--- config.mk ---
export PLATFORM = sky130hd
export DESIGN_NAME = avs_level_calc
export DESIGN_NICKNAME = d
export VERILOG_FILES = /design/src/rtl/avs_calc_pkg.sv /design/src/rtl/avs_mv_table.sv /design/src/rtl/avs_target_gen.sv /design/src/rtl/avs_roundup_search.sv /design/src/rtl/avs_vset_pack.sv /design/src/rtl/avs_level_calc.sv
export SDC_FILE = /design/constraint.sdc
export NUM_CORES = 1
export LEC_CHECK = 0
export CORE_UTILIZATION = 40
export CTS_CLUSTER_DIAMETER = 50
export DETAILED_ROUTE_END_ITERATION = 16
export PLACE_DENSITY_LB_ADDON = 0.1
export SYNTH_ARGS = -nofsm -noshare
export SYNTH_HDL_FRONTEND = slang
export SYNTH_SLANG_ARGS = --single-unit
--- constraint.sdc ---
create_clock -name clk -period 11.2 [get_ports clk]
set_input_delay 2.24 -clock clk [delete_from_list [all_inputs] [get_ports clk]]
set_output_delay 2.24 -clock clk [all_outputs]
set_load 0.1 [all_outputs]
--- src/rtl/avs_calc_pkg.sv ---
package avs_calc_pkg;

   // number of derived load levels (level 0 is the input)
   localparam int NUM_LVL = 3;

   typedef enum logic [1:0] {
      ST_IDLE  = 2'd0,
      ST_CHECK = 2'd1,
      ST_SRCH  = 2'd2
   } calc_state_t;

endpackage

--- src/rtl/avs_mv_table.sv ---
// Code-to-millivolt mapping: mv = BASE_MV + floor(STEP_NUM*code/STEP_DEN).
// USE_ROM selects a constant lookup array or direct arithmetic.
module avs_mv_table #(
   parameter int CODE_W    = 6,
   parameter int MV_W      = 11,
   parameter int NUM_CODES = 51,
   parameter int BASE_MV   = 747,
   parameter int STEP_NUM  = 35,
   parameter int STEP_DEN  = 3,
   parameter bit USE_ROM   = 1'b1
) (
   input  logic [CODE_W-1:0] code,
   output logic [MV_W-1:0]   mv
);

   localparam int PROD_W = MV_W + CODE_W;
   localparam logic [CODE_W-1:0] LAST = CODE_W'(NUM_CODES - 1);

   logic [CODE_W-1:0] sel;

   // out-of-range codes read the top entry
   assign sel = (code > LAST) ? LAST : code;

   generate
      if (USE_ROM) begin : g_rom
         logic [MV_W-1:0] rom [NUM_CODES];
         for (genvar g = 0; g < NUM_CODES; g++) begin : g_fill
            assign rom[g] = MV_W'(BASE_MV + (STEP_NUM * g) / STEP_DEN);
         end
         assign mv = rom[sel];
      end else begin : g_arith
         logic [PROD_W-1:0] prod;
         logic [PROD_W-1:0] quot;
         assign prod = PROD_W'(STEP_NUM) * PROD_W'(sel);
         assign quot = prod / PROD_W'(STEP_DEN);
         assign mv   = MV_W'(BASE_MV) + MV_W'(quot);
      end
   endgenerate

endmodule

--- src/rtl/avs_target_gen.sv ---
// Forms the two clamped millivolt targets from the level-0 voltage.
module avs_target_gen #(
   parameter int MV_W     = 11,
   parameter int FLOOR_MV = 1000,
   parameter int OFF_NEAR = 100,
   parameter int OFF_FAR  = 150
) (
   input  logic [MV_W-1:0] base_mv,
   output logic            low_mode,
   output logic [MV_W-1:0] tgt_near,
   output logic [MV_W-1:0] tgt_far
);

   localparam logic [MV_W-1:0] FLOOR = MV_W'(FLOOR_MV);

   logic [MV_W-1:0] near_raw;
   logic [MV_W-1:0] far_raw;

   // the subtraction is taken only when it cannot go under the floor
   assign near_raw = (base_mv < MV_W'(FLOOR_MV + OFF_NEAR)) ? FLOOR
                                                           : base_mv - MV_W'(OFF_NEAR);
   assign far_raw  = (base_mv < MV_W'(FLOOR_MV + OFF_FAR))  ? FLOOR
                                                           : base_mv - MV_W'(OFF_FAR);

   assign low_mode = (base_mv <= FLOOR);
   assign tgt_near = low_mode ? FLOOR : near_raw;
   assign tgt_far  = low_mode ? FLOOR : far_raw;

endmodule

--- src/rtl/avs_roundup_search.sv ---
// Walks the table upward one entry per cycle until the entry reaches the target.
module avs_roundup_search #(
   parameter int CODE_W    = 6,
   parameter int MV_W      = 11,
   parameter int NUM_CODES = 51,
   parameter int BASE_MV   = 747,
   parameter int STEP_NUM  = 35,
   parameter int STEP_DEN  = 3,
   parameter bit USE_ROM   = 1'b1
) (
   input  logic              clk,
   input  logic              rst_n,
   input  logic              restart,
   input  logic              active,
   input  logic [MV_W-1:0]   target,
   output logic              hit,
   output logic [CODE_W-1:0] code
);

   localparam logic [CODE_W-1:0] LAST = CODE_W'(NUM_CODES - 1);

   logic [CODE_W-1:0] idx_q;
   logic [MV_W-1:0]   idx_mv;
   logic              at_last;

   avs_mv_table #(
      .CODE_W(CODE_W), .MV_W(MV_W), .NUM_CODES(NUM_CODES),
      .BASE_MV(BASE_MV), .STEP_NUM(STEP_NUM), .STEP_DEN(STEP_DEN),
      .USE_ROM(USE_ROM)
   ) u_tab (
      .code (idx_q),
      .mv   (idx_mv)
   );

   assign at_last = (idx_q == LAST);
   // no qualifying entry: settle on the top entry
   assign hit     = active && ((idx_mv >= target) || at_last);
   assign code    = idx_q;

   always_ff @(posedge clk or negedge rst_n) begin
      if (!rst_n) begin
         idx_q <= '0;
      end else if (restart) begin
         idx_q <= '0;
      end else if (active && !hit) begin
         idx_q <= idx_q + 1'b1;
      end
   end

endmodule

--- src/rtl/avs_vset_pack.sv ---
// Places one code in both limit fields of a voltage-set word.
module avs_vset_pack #(
   parameter int WORD_W = 32,
   parameter int CODE_W = 6,
   parameter int HI_LSB = 16,
   parameter int LO_LSB = 22
) (
   input  logic [CODE_W-1:0] code,
   output logic [WORD_W-1:0] word
);

   always_comb begin
      word = '0;
      word[HI_LSB +: CODE_W] = code;
      word[LO_LSB +: CODE_W] = code;
   end

endmodule

--- src/rtl/avs_level_calc.sv ---
module avs_level_calc
   import avs_calc_pkg::*;
#(
   parameter int CODE_W    = 6,
   parameter int MV_W      = 11,
   parameter int NUM_CODES = 51,
   parameter int BASE_MV   = 747,
   parameter int STEP_NUM  = 35,
   parameter int STEP_DEN  = 3,
   parameter int FLOOR_MV  = 1000,
   parameter int OFF_NEAR  = 100,
   parameter int OFF_FAR   = 150,
   parameter int WORD_W    = 32,
   parameter int HI_LSB    = 16,
   parameter int LO_LSB    = 22,
   parameter bit USE_ROM   = 1'b1
) (
   input  logic              clk,
   input  logic              rst_n,
   input  logic              start,
   input  logic [CODE_W-1:0] base_code,
   output logic              busy,
   output logic              done,
   output logic              err,
   output logic [CODE_W-1:0] code_l1,
   output logic [CODE_W-1:0] code_l2,
   output logic [CODE_W-1:0] code_l3,
   output logic [WORD_W-1:0] vset_l1,
   output logic [WORD_W-1:0] vset_l2,
   output logic [WORD_W-1:0] vset_l3,
   output logic              avs_en,
   output logic              lowv_en
);

   localparam int TOP_MV = BASE_MV + (STEP_NUM * (NUM_CODES - 1)) / STEP_DEN;

   // elaboration-time parameter checks
   generate
      if (NUM_CODES < 2 || NUM_CODES > (1 << CODE_W)) begin : g_bad_codes
         $error("NUM_CODES must fit in CODE_W bits");
      end
      if (TOP_MV >= (1 << MV_W) || (FLOOR_MV + OFF_FAR) >= (1 << MV_W)) begin : g_bad_mv
         $error("MV_W too narrow for the voltage range");
      end
      if (STEP_DEN < 1) begin : g_bad_den
         $error("STEP_DEN must be positive");
      end
      if (HI_LSB + CODE_W > LO_LSB || LO_LSB + CODE_W > WORD_W) begin : g_bad_fields
         $error("limit fields overlap or exceed the word");
      end
      if (OFF_FAR < OFF_NEAR) begin : g_bad_off
         $error("far offset must not be below near offset");
      end
   endgenerate

   calc_state_t       state_q;
   logic [CODE_W-1:0] base_q;
   logic [MV_W-1:0]   base_mv;
   logic              base_ok;
   logic              low_mode;
   logic [MV_W-1:0]   tgt_near;
   logic [MV_W-1:0]   tgt_far;
   logic [MV_W-1:0]   tgt_near_q;
   logic [MV_W-1:0]   tgt_far_q;
   logic              lvl_q;
   logic              srch_restart;
   logic              srch_active;
   logic              srch_hit;
   logic [MV_W-1:0]   srch_target;
   logic [CODE_W-1:0] srch_code;
   logic              done_q;
   logic              err_q;
   logic              avs_en_q;
   logic              lowv_q;
   logic [CODE_W-1:0] code_q [NUM_LVL];
   logic [WORD_W-1:0] word_w [NUM_LVL];

   // level-0 voltage lookup
   avs_mv_table #(
      .CODE_W(CODE_W), .MV_W(MV_W), .NUM_CODES(NUM_CODES),
      .BASE_MV(BASE_MV), .STEP_NUM(STEP_NUM), .STEP_DEN(STEP_DEN),
      .USE_ROM(USE_ROM)
   ) u_base_tab (
      .code (base_q),
      .mv   (base_mv)
   );

   avs_target_gen #(
      .MV_W(MV_W), .FLOOR_MV(FLOOR_MV),
      .OFF_NEAR(OFF_NEAR), .OFF_FAR(OFF_FAR)
   ) u_tgt (
      .base_mv  (base_mv),
      .low_mode (low_mode),
      .tgt_near (tgt_near),
      .tgt_far  (tgt_far)
   );

   assign base_ok      = ({1'b0, base_q} < (CODE_W+1)'(NUM_CODES));
   assign srch_active  = (state_q == ST_SRCH);
   assign srch_restart = (state_q == ST_CHECK) || (srch_hit && !lvl_q);
   assign srch_target  = lvl_q ? tgt_far_q : tgt_near_q;

   avs_roundup_search #(
      .CODE_W(CODE_W), .MV_W(MV_W), .NUM_CODES(NUM_CODES),
      .BASE_MV(BASE_MV), .STEP_NUM(STEP_NUM), .STEP_DEN(STEP_DEN),
      .USE_ROM(USE_ROM)
   ) u_srch (
      .clk     (clk),
      .rst_n   (rst_n),
      .restart (srch_restart),
      .active  (srch_active),
      .target  (srch_target),
      .hit     (srch_hit),
      .code    (srch_code)
   );

   always_ff @(posedge clk or negedge rst_n) begin
      if (!rst_n) begin
         state_q    <= ST_IDLE;
         base_q     <= '0;
         tgt_near_q <= '0;
         tgt_far_q  <= '0;
         lvl_q      <= 1'b0;
         done_q     <= 1'b0;
         err_q      <= 1'b0;
         avs_en_q   <= 1'b0;
         lowv_q     <= 1'b0;
      end else begin
         done_q <= 1'b0;
         unique case (state_q)
            ST_IDLE: begin
               if (start) begin
                  base_q  <= base_code;
                  err_q   <= 1'b0;
                  state_q <= ST_CHECK;
               end
            end
            ST_CHECK: begin
               if (!base_ok) begin
                  err_q   <= 1'b1;
                  done_q  <= 1'b1;
                  state_q <= ST_IDLE;
               end else begin
                  // low_mode already folds both targets onto the floor
                  tgt_near_q <= low_mode ? MV_W'(FLOOR_MV) : tgt_near;
                  tgt_far_q  <= tgt_far;
                  lvl_q      <= 1'b0;
                  avs_en_q   <= 1'b0;
                  state_q    <= ST_SRCH;
               end
            end
            ST_SRCH: begin
               if (srch_hit) begin
                  if (!lvl_q) begin
                     lvl_q <= 1'b1;
                  end else begin
                     done_q   <= 1'b1;
                     avs_en_q <= 1'b1;
                     lowv_q   <= 1'b1;
                     state_q  <= ST_IDLE;
                  end
               end
            end
            default: state_q <= ST_IDLE;
         endcase
      end
   end

   // result registers: level 1 from the near search, levels 2.. from the far search
   generate
      for (genvar g = 0; g < NUM_LVL; g++) begin : g_lvl
         logic load;
         if (g == 0) begin : g_near
            assign load = srch_hit && !lvl_q;
         end else begin : g_far
            assign load = srch_hit && lvl_q;
         end

         always_ff @(posedge clk or negedge rst_n) begin
            if (!rst_n) begin
               code_q[g] <= '0;
            end else if (load) begin
               code_q[g] <= srch_code;
            end
         end

         avs_vset_pack #(
            .WORD_W(WORD_W), .CODE_W(CODE_W),
            .HI_LSB(HI_LSB), .LO_LSB(LO_LSB)
         ) u_pack (
            .code (code_q[g]),
            .word (word_w[g])
         );
      end
   endgenerate

   assign busy    = (state_q != ST_IDLE);
   assign done    = done_q;
   assign err     = err_q;
   assign avs_en  = avs_en_q;
   assign lowv_en = lowv_q;
   assign code_l1 = code_q[0];
   assign code_l2 = code_q[1];
   assign code_l3 = code_q[2];
   assign vset_l1 = word_w[0];
   assign vset_l2 = word_w[1];
   assign vset_l3 = word_w[2];

endmodule

==> qor.txt <==
TIMING
--------------------------------------------------------------------------------
Setup TNS                                                                   0 ns
Setup violators final                                                          0
Number of failing hold endpoints at the final stage                            0
Transition at the pin with the smallest max-transition slack            1.059 ns
Min Clock Period, post-route                                            5.084 ns
Fin Clk Skew                                                         0.005182 ns
Unrepaired setup endpoints after global routing                               no
Period utilisation layout                                                 0.4539
Worst slew slack as a fraction of its limit                               0.2927
Final Max Tran Viols                                                           0
F_max                                                                  196.7 MHz

LOGIC SYNTHESIS
--------------------------------------------------------------------------------
Cell type with the largest total area after synthesis               sky130_fd_sc_hd__dfrtp_1
Mapped Area                                                             5226 µm²
Dominant synthesized flop cell                                      sky130_fd_sc_hd__dfrtp_1
Sequential area share after synthesis                                     0.2538
Xor/xnor cell area share of the yosys netlist                            0.02346
Unique masters post-synth                                                     64
Multiplexer fraction of the synthesized cell area                        0.08068
Number of enable-type register cells in the synthesized netlist                0
Async S/R FF share, synth                                                  1.000
Gate count of the mapped netlist                                             647
Avg Synthesized Cell Area                                              8.078 µm²
Area contributors post-synth                                        sky130_fd_sc_hd__dfrtp_1 25%, sky130_fd_sc_hd__buf_4 15%, sky130_fd_sc_hd__ha_1 7.7%
Number of warning messages in the yosys log                                    0
#FFs+latches synth                                                            53
Share of the synthesized area in compound gates (AO/OA/AOI/OAI)           0.2212
Main combinational cell family by area after synthesis              compound AO/OA/AOI/OAI gates
Area share of fa/ha/maj cells after synthesis                            0.07853
Synth Area in Simple Gates                                                0.1432
Area share of the largest cell type after synthesis                       0.2538

ROUTE
--------------------------------------------------------------------------------
Highest layer used for signal routing                                       met4
Residual antenna-violating net count after detailed routing                    0
Met3 layer wire length in the routed design                               460 µm
Met2 wire len                                                           5.917 mm
DRT Wirelength                                                          11.86 mm
Initial detailed-routing violation count                                     212
Via count of the routed design                                              4242
Remaining design rule violation count                                          0
Wire length per cell                                                    14.51 µm
Iteration count of the initial detailed-routing pass                           5
Average vias per placed instance                                           5.192
Routed length on met1                                                   5.332 mm

RUN STATUS
--------------------------------------------------------------------------------
Status                                                                 completed

JOB
--------------------------------------------------------------------------------
Max-cap violation count                                                        0

CTS
--------------------------------------------------------------------------------
Number of CTS-inserted buffers                                                 5
Count of hold-fix buffers inserted at cts                                      0
Clock transition at the registers of the reported paths                  0.07 ns
Clock insertion delay at the later pin of the skew report                0.30 ns
Post-cts resize count                                                          0
CTS tree                                                                   built
Clock buffer depth                                                             2
Post-CTS setup repair buffer count                                             0
H-Tree Level Count                                                             2
Clock sink total                                                              53
Clock tree root driver cell                                         sky130_fd_sc_hd__clkbuf_16

CRITICAL PATH
--------------------------------------------------------------------------------
R2r worst-path depth                                                          20
Kind of end point of the critical path                                  register
CP required                                                             11.39 ns
Critical Path Start                                                 u_srch.code[1]$_DFFE_PN0P_
Data arrival, critical path                                              5.27 ns
Worst Setup Start Kind                                                  register
Maximum fanout along the worst path                                           19
Classification of the worst setup path                                reg -> reg
Launch instance of the worst register-to-register path              u_srch.code[1]$_DFFE_PN0P_

MIN PATH
--------------------------------------------------------------------------------
Source of the worst hold timing path                                tgt_near_q[4]$_DFFE_PN0P_
Worst hold stages                                                              2
Path category of the worst min-delay check                            reg -> reg

FINAL LAYOUT
--------------------------------------------------------------------------------
Area growth from synthesis to final layout                                6.847%
Sequential Area                                                         1326 µm²
Number of nets in the layout                                                 685
Area occupied by multi-input gates                                      3084 µm²
Diode count                                                                    0
Share of cells above drive strength 1                                    0.07442
Number of fill cells                                                        1262

GLOBAL ROUTING
--------------------------------------------------------------------------------
Vias in the first global route                                              3716
Number of antenna violations at the first check in global routing              0
First-pass GRT wire length                                              19.26 mm
Aggregate global routing overflow                                              0
Global routing usage summed across all routing layers                     0.1794
Largest net degree at the start of global routing                             54

FLOORPLANNING
--------------------------------------------------------------------------------
I/O pin total                                                                128
Height of the chip                                                      116.3 µm
Standard-cell row count                                                       41
Starting density of the core                                              0.4125
Die extent in x                                                         116.3 µm
Core Area                                                              12670 µm²
DIE AREA                                                               13530 µm²

PLACE
--------------------------------------------------------------------------------
I/O Buffers                                                                   67
Half-perimeter wire length after placement                              8.431 mm
Placer Congestion                                                         0.8147

[registers in the layout, indices dropped and copies added (netlist names)]
| signal | count |
|---|---|
| code_l1 | 6 |
| tgt_near_q | 11 |
| base_q | 6 |
| err | 1 |
| lvl_q | 1 |
| code_l3 | 6 |
| avs_en | 1 |
| state_q | 2 |
| lowv_en | 1 |
| tgt_far_q | 11 |
| done | 1 |
| u_srch.code | 6 |
[cells in the mapped netlist, types with 3 or more instances]
cell type                  number
sky130_fd_sc_hd__a211oi_1      12
sky130_fd_sc_hd__a21o_1         8
sky130_fd_sc_hd__a21oi_1       45
sky130_fd_sc_hd__a22oi_1        8
sky130_fd_sc_hd__a311oi_1       5
sky130_fd_sc_hd__a31oi_1        8
sky130_fd_sc_hd__and2_1         4
sky130_fd_sc_hd__buf_1          6
sky130_fd_sc_hd__buf_2          9
sky130_fd_sc_hd__buf_4        103
sky130_fd_sc_hd__clkbuf_1      24
sky130_fd_sc_hd__dfrtp_1       53
sky130_fd_sc_hd__ha_1          32
sky130_fd_sc_hd__inv_1         23
sky130_fd_sc_hd__mux2_2        21
sky130_fd_sc_hd__mux2i_1       17
sky130_fd_sc_hd__nand2_1       46
sky130_fd_sc_hd__nand2b_1      14
sky130_fd_sc_hd__nand3_1        9
sky130_fd_sc_hd__nor2_1        52
sky130_fd_sc_hd__nor2b_1        9
sky130_fd_sc_hd__nor3_1         8
sky130_fd_sc_hd__o211ai_1       4
sky130_fd_sc_hd__o21a_1         3
sky130_fd_sc_hd__o21ai_0       41
sky130_fd_sc_hd__o21ai_1        3
sky130_fd_sc_hd__o22a_1         8
sky130_fd_sc_hd__o22ai_1        6
sky130_fd_sc_hd__o311ai_0       3
sky130_fd_sc_hd__or2_2          5
sky130_fd_sc_hd__xnor2_1        8
sky130_fd_sc_hd__xor2_1         6
[routing by layer]
| layer | vias to the layer above | GRT usage |
|---|---|---|
| li1 | 2087 | - |
| met1 | 2028 | 0.2397 |
| met2 | 118 | 0.3026 |
| met3 | 9 | 0.02128 |
| met4 | 0 | 0.05385 |
| met5 | - | 0 |
[cell usage in the layout (no fill, tap or decap), types with 6 or more instances in the layout]
cell type	netlist	final
sky130_fd_sc_hd__o21ai_0	41	41
sky130_fd_sc_hd__o22a_1	8	8
sky130_fd_sc_hd__a21o_1	8	8
sky130_fd_sc_hd__buf_4	103	8
sky130_fd_sc_hd__ha_1	32	32
sky130_fd_sc_hd__nor2b_1	9	9
sky130_fd_sc_hd__mux2_2	21	21
sky130_fd_sc_hd__a21oi_1	45	45
sky130_fd_sc_hd__xor2_1	6	6
sky130_fd_sc_hd__nor3_1	8	8
sky130_fd_sc_hd__o22ai_1	6	6
sky130_fd_sc_hd__a31oi_1	8	8
sky130_fd_sc_hd__inv_1	23	23
sky130_fd_sc_hd__clkdlybuf4s50_1	0	66
sky130_fd_sc_hd__dfrtp_1	53	53
sky130_fd_sc_hd__xnor2_1	8	8
sky130_fd_sc_hd__nand2_1	46	46
sky130_fd_sc_hd__nor2_1	52	52
sky130_fd_sc_hd__conb_1	1	60
sky130_fd_sc_hd__mux2i_1	17	17
sky130_fd_sc_hd__nand3_1	9	9
sky130_fd_sc_hd__a22oi_1	8	8
sky130_fd_sc_hd__nand2b_1	14	14
sky130_fd_sc_hd__a211oi_1	12	12
[final timing paths]
check	endpoint	slack, ns
setup / recovery	code_l1[0]$_DFFE_PN0P_	6.12
hold / removal	tgt_near_q[4]$_DFFE_PN0P_	0.48
setup reg to reg	code_l1[0]$_DFFE_PN0P_	6.12
hold reg to reg	tgt_near_q[4]$_DFFE_PN0P_	0.48
max in group asynchronous	code_l1[3]$_DFFE_PN0P_	8.67
min in group asynchronous	base_q[0]$_DFFE_PN0P_	2.06
[critical path: stages, from the launching register on]
cell,delay [ns]
sky130_fd_sc_hd__dfrtp_1,0.75
sky130_fd_sc_hd__ha_1,0.28
sky130_fd_sc_hd__nand2b_1,0.12
sky130_fd_sc_hd__a21oi_1,0.10
sky130_fd_sc_hd__nor2_1,0.32
sky130_fd_sc_hd__inv_1,0.14
sky130_fd_sc_hd__ha_1,0.29
sky130_fd_sc_hd__nor2_1,0.19
sky130_fd_sc_hd__nand2_1,0.08
sky130_fd_sc_hd__a31oi_1,0.16
sky130_fd_sc_hd__nor2_1,0.06
sky130_fd_sc_hd__nor3_1,0.19
sky130_fd_sc_hd__a31oi_1,0.08
sky130_fd_sc_hd__ha_1,0.30
sky130_fd_sc_hd__nand2b_1,0.09
sky130_fd_sc_hd__a21o_1,0.11
sky130_fd_sc_hd__a21oi_1,0.06
sky130_fd_sc_hd__o21ai_0,0.19
sky130_fd_sc_hd__a21oi_2,0.16
sky130_fd_sc_hd__nor3b_1,0.88
sky130_fd_sc_hd__mux2_2,0.42
[area by class of cell]
type / instances / area share
Timing Repair Buffer: 75 / 0.1300
Clock inverter: 3 / 0.003137
Sequential cell: 53 / 0.2375
Tap cell: 172 / 0.03854
Multi-Input combinational cell: 485 / 0.5523
Inverter: 24 / 0.01613
Clock buffer: 5 / 0.02241
[cell families after synthesis]
kind of cell	count (synthesis)
AO/OA/AOI/OAI	178
XOR/XNOR	14
adder cells (fa/ha/maj)	33
buffers and inverters	168
flip-flops	53
multiplexers	39
other	1
AND/OR/NAND/NOR	161
[per-stage QoR]
stage | hold slack (ns) | cells | worst slack (ns) | instance area (µm²) | utilization
after CTS | 0.4853 | 817 | 6.105 | 5584 | 0.4407
after detailed placement | 0.4619 | 809 | 6.133 | 5441 | 0.4294
after global placement | 0.4590 | 809 | 6.246 | 5441 | 0.4294
after global routing | 0.5112 | 817 | 5.494 | 5584 | 0.4407
final | 0.4828 | 817 | 6.116 | 5584 | 0.4407
after floorplan | 0.4457 | 706 | 6.817 | 5448 | -
Power is not shown: default switching activity piles up to over one toggle a cycle in this logic, so the estimate is an artifact.
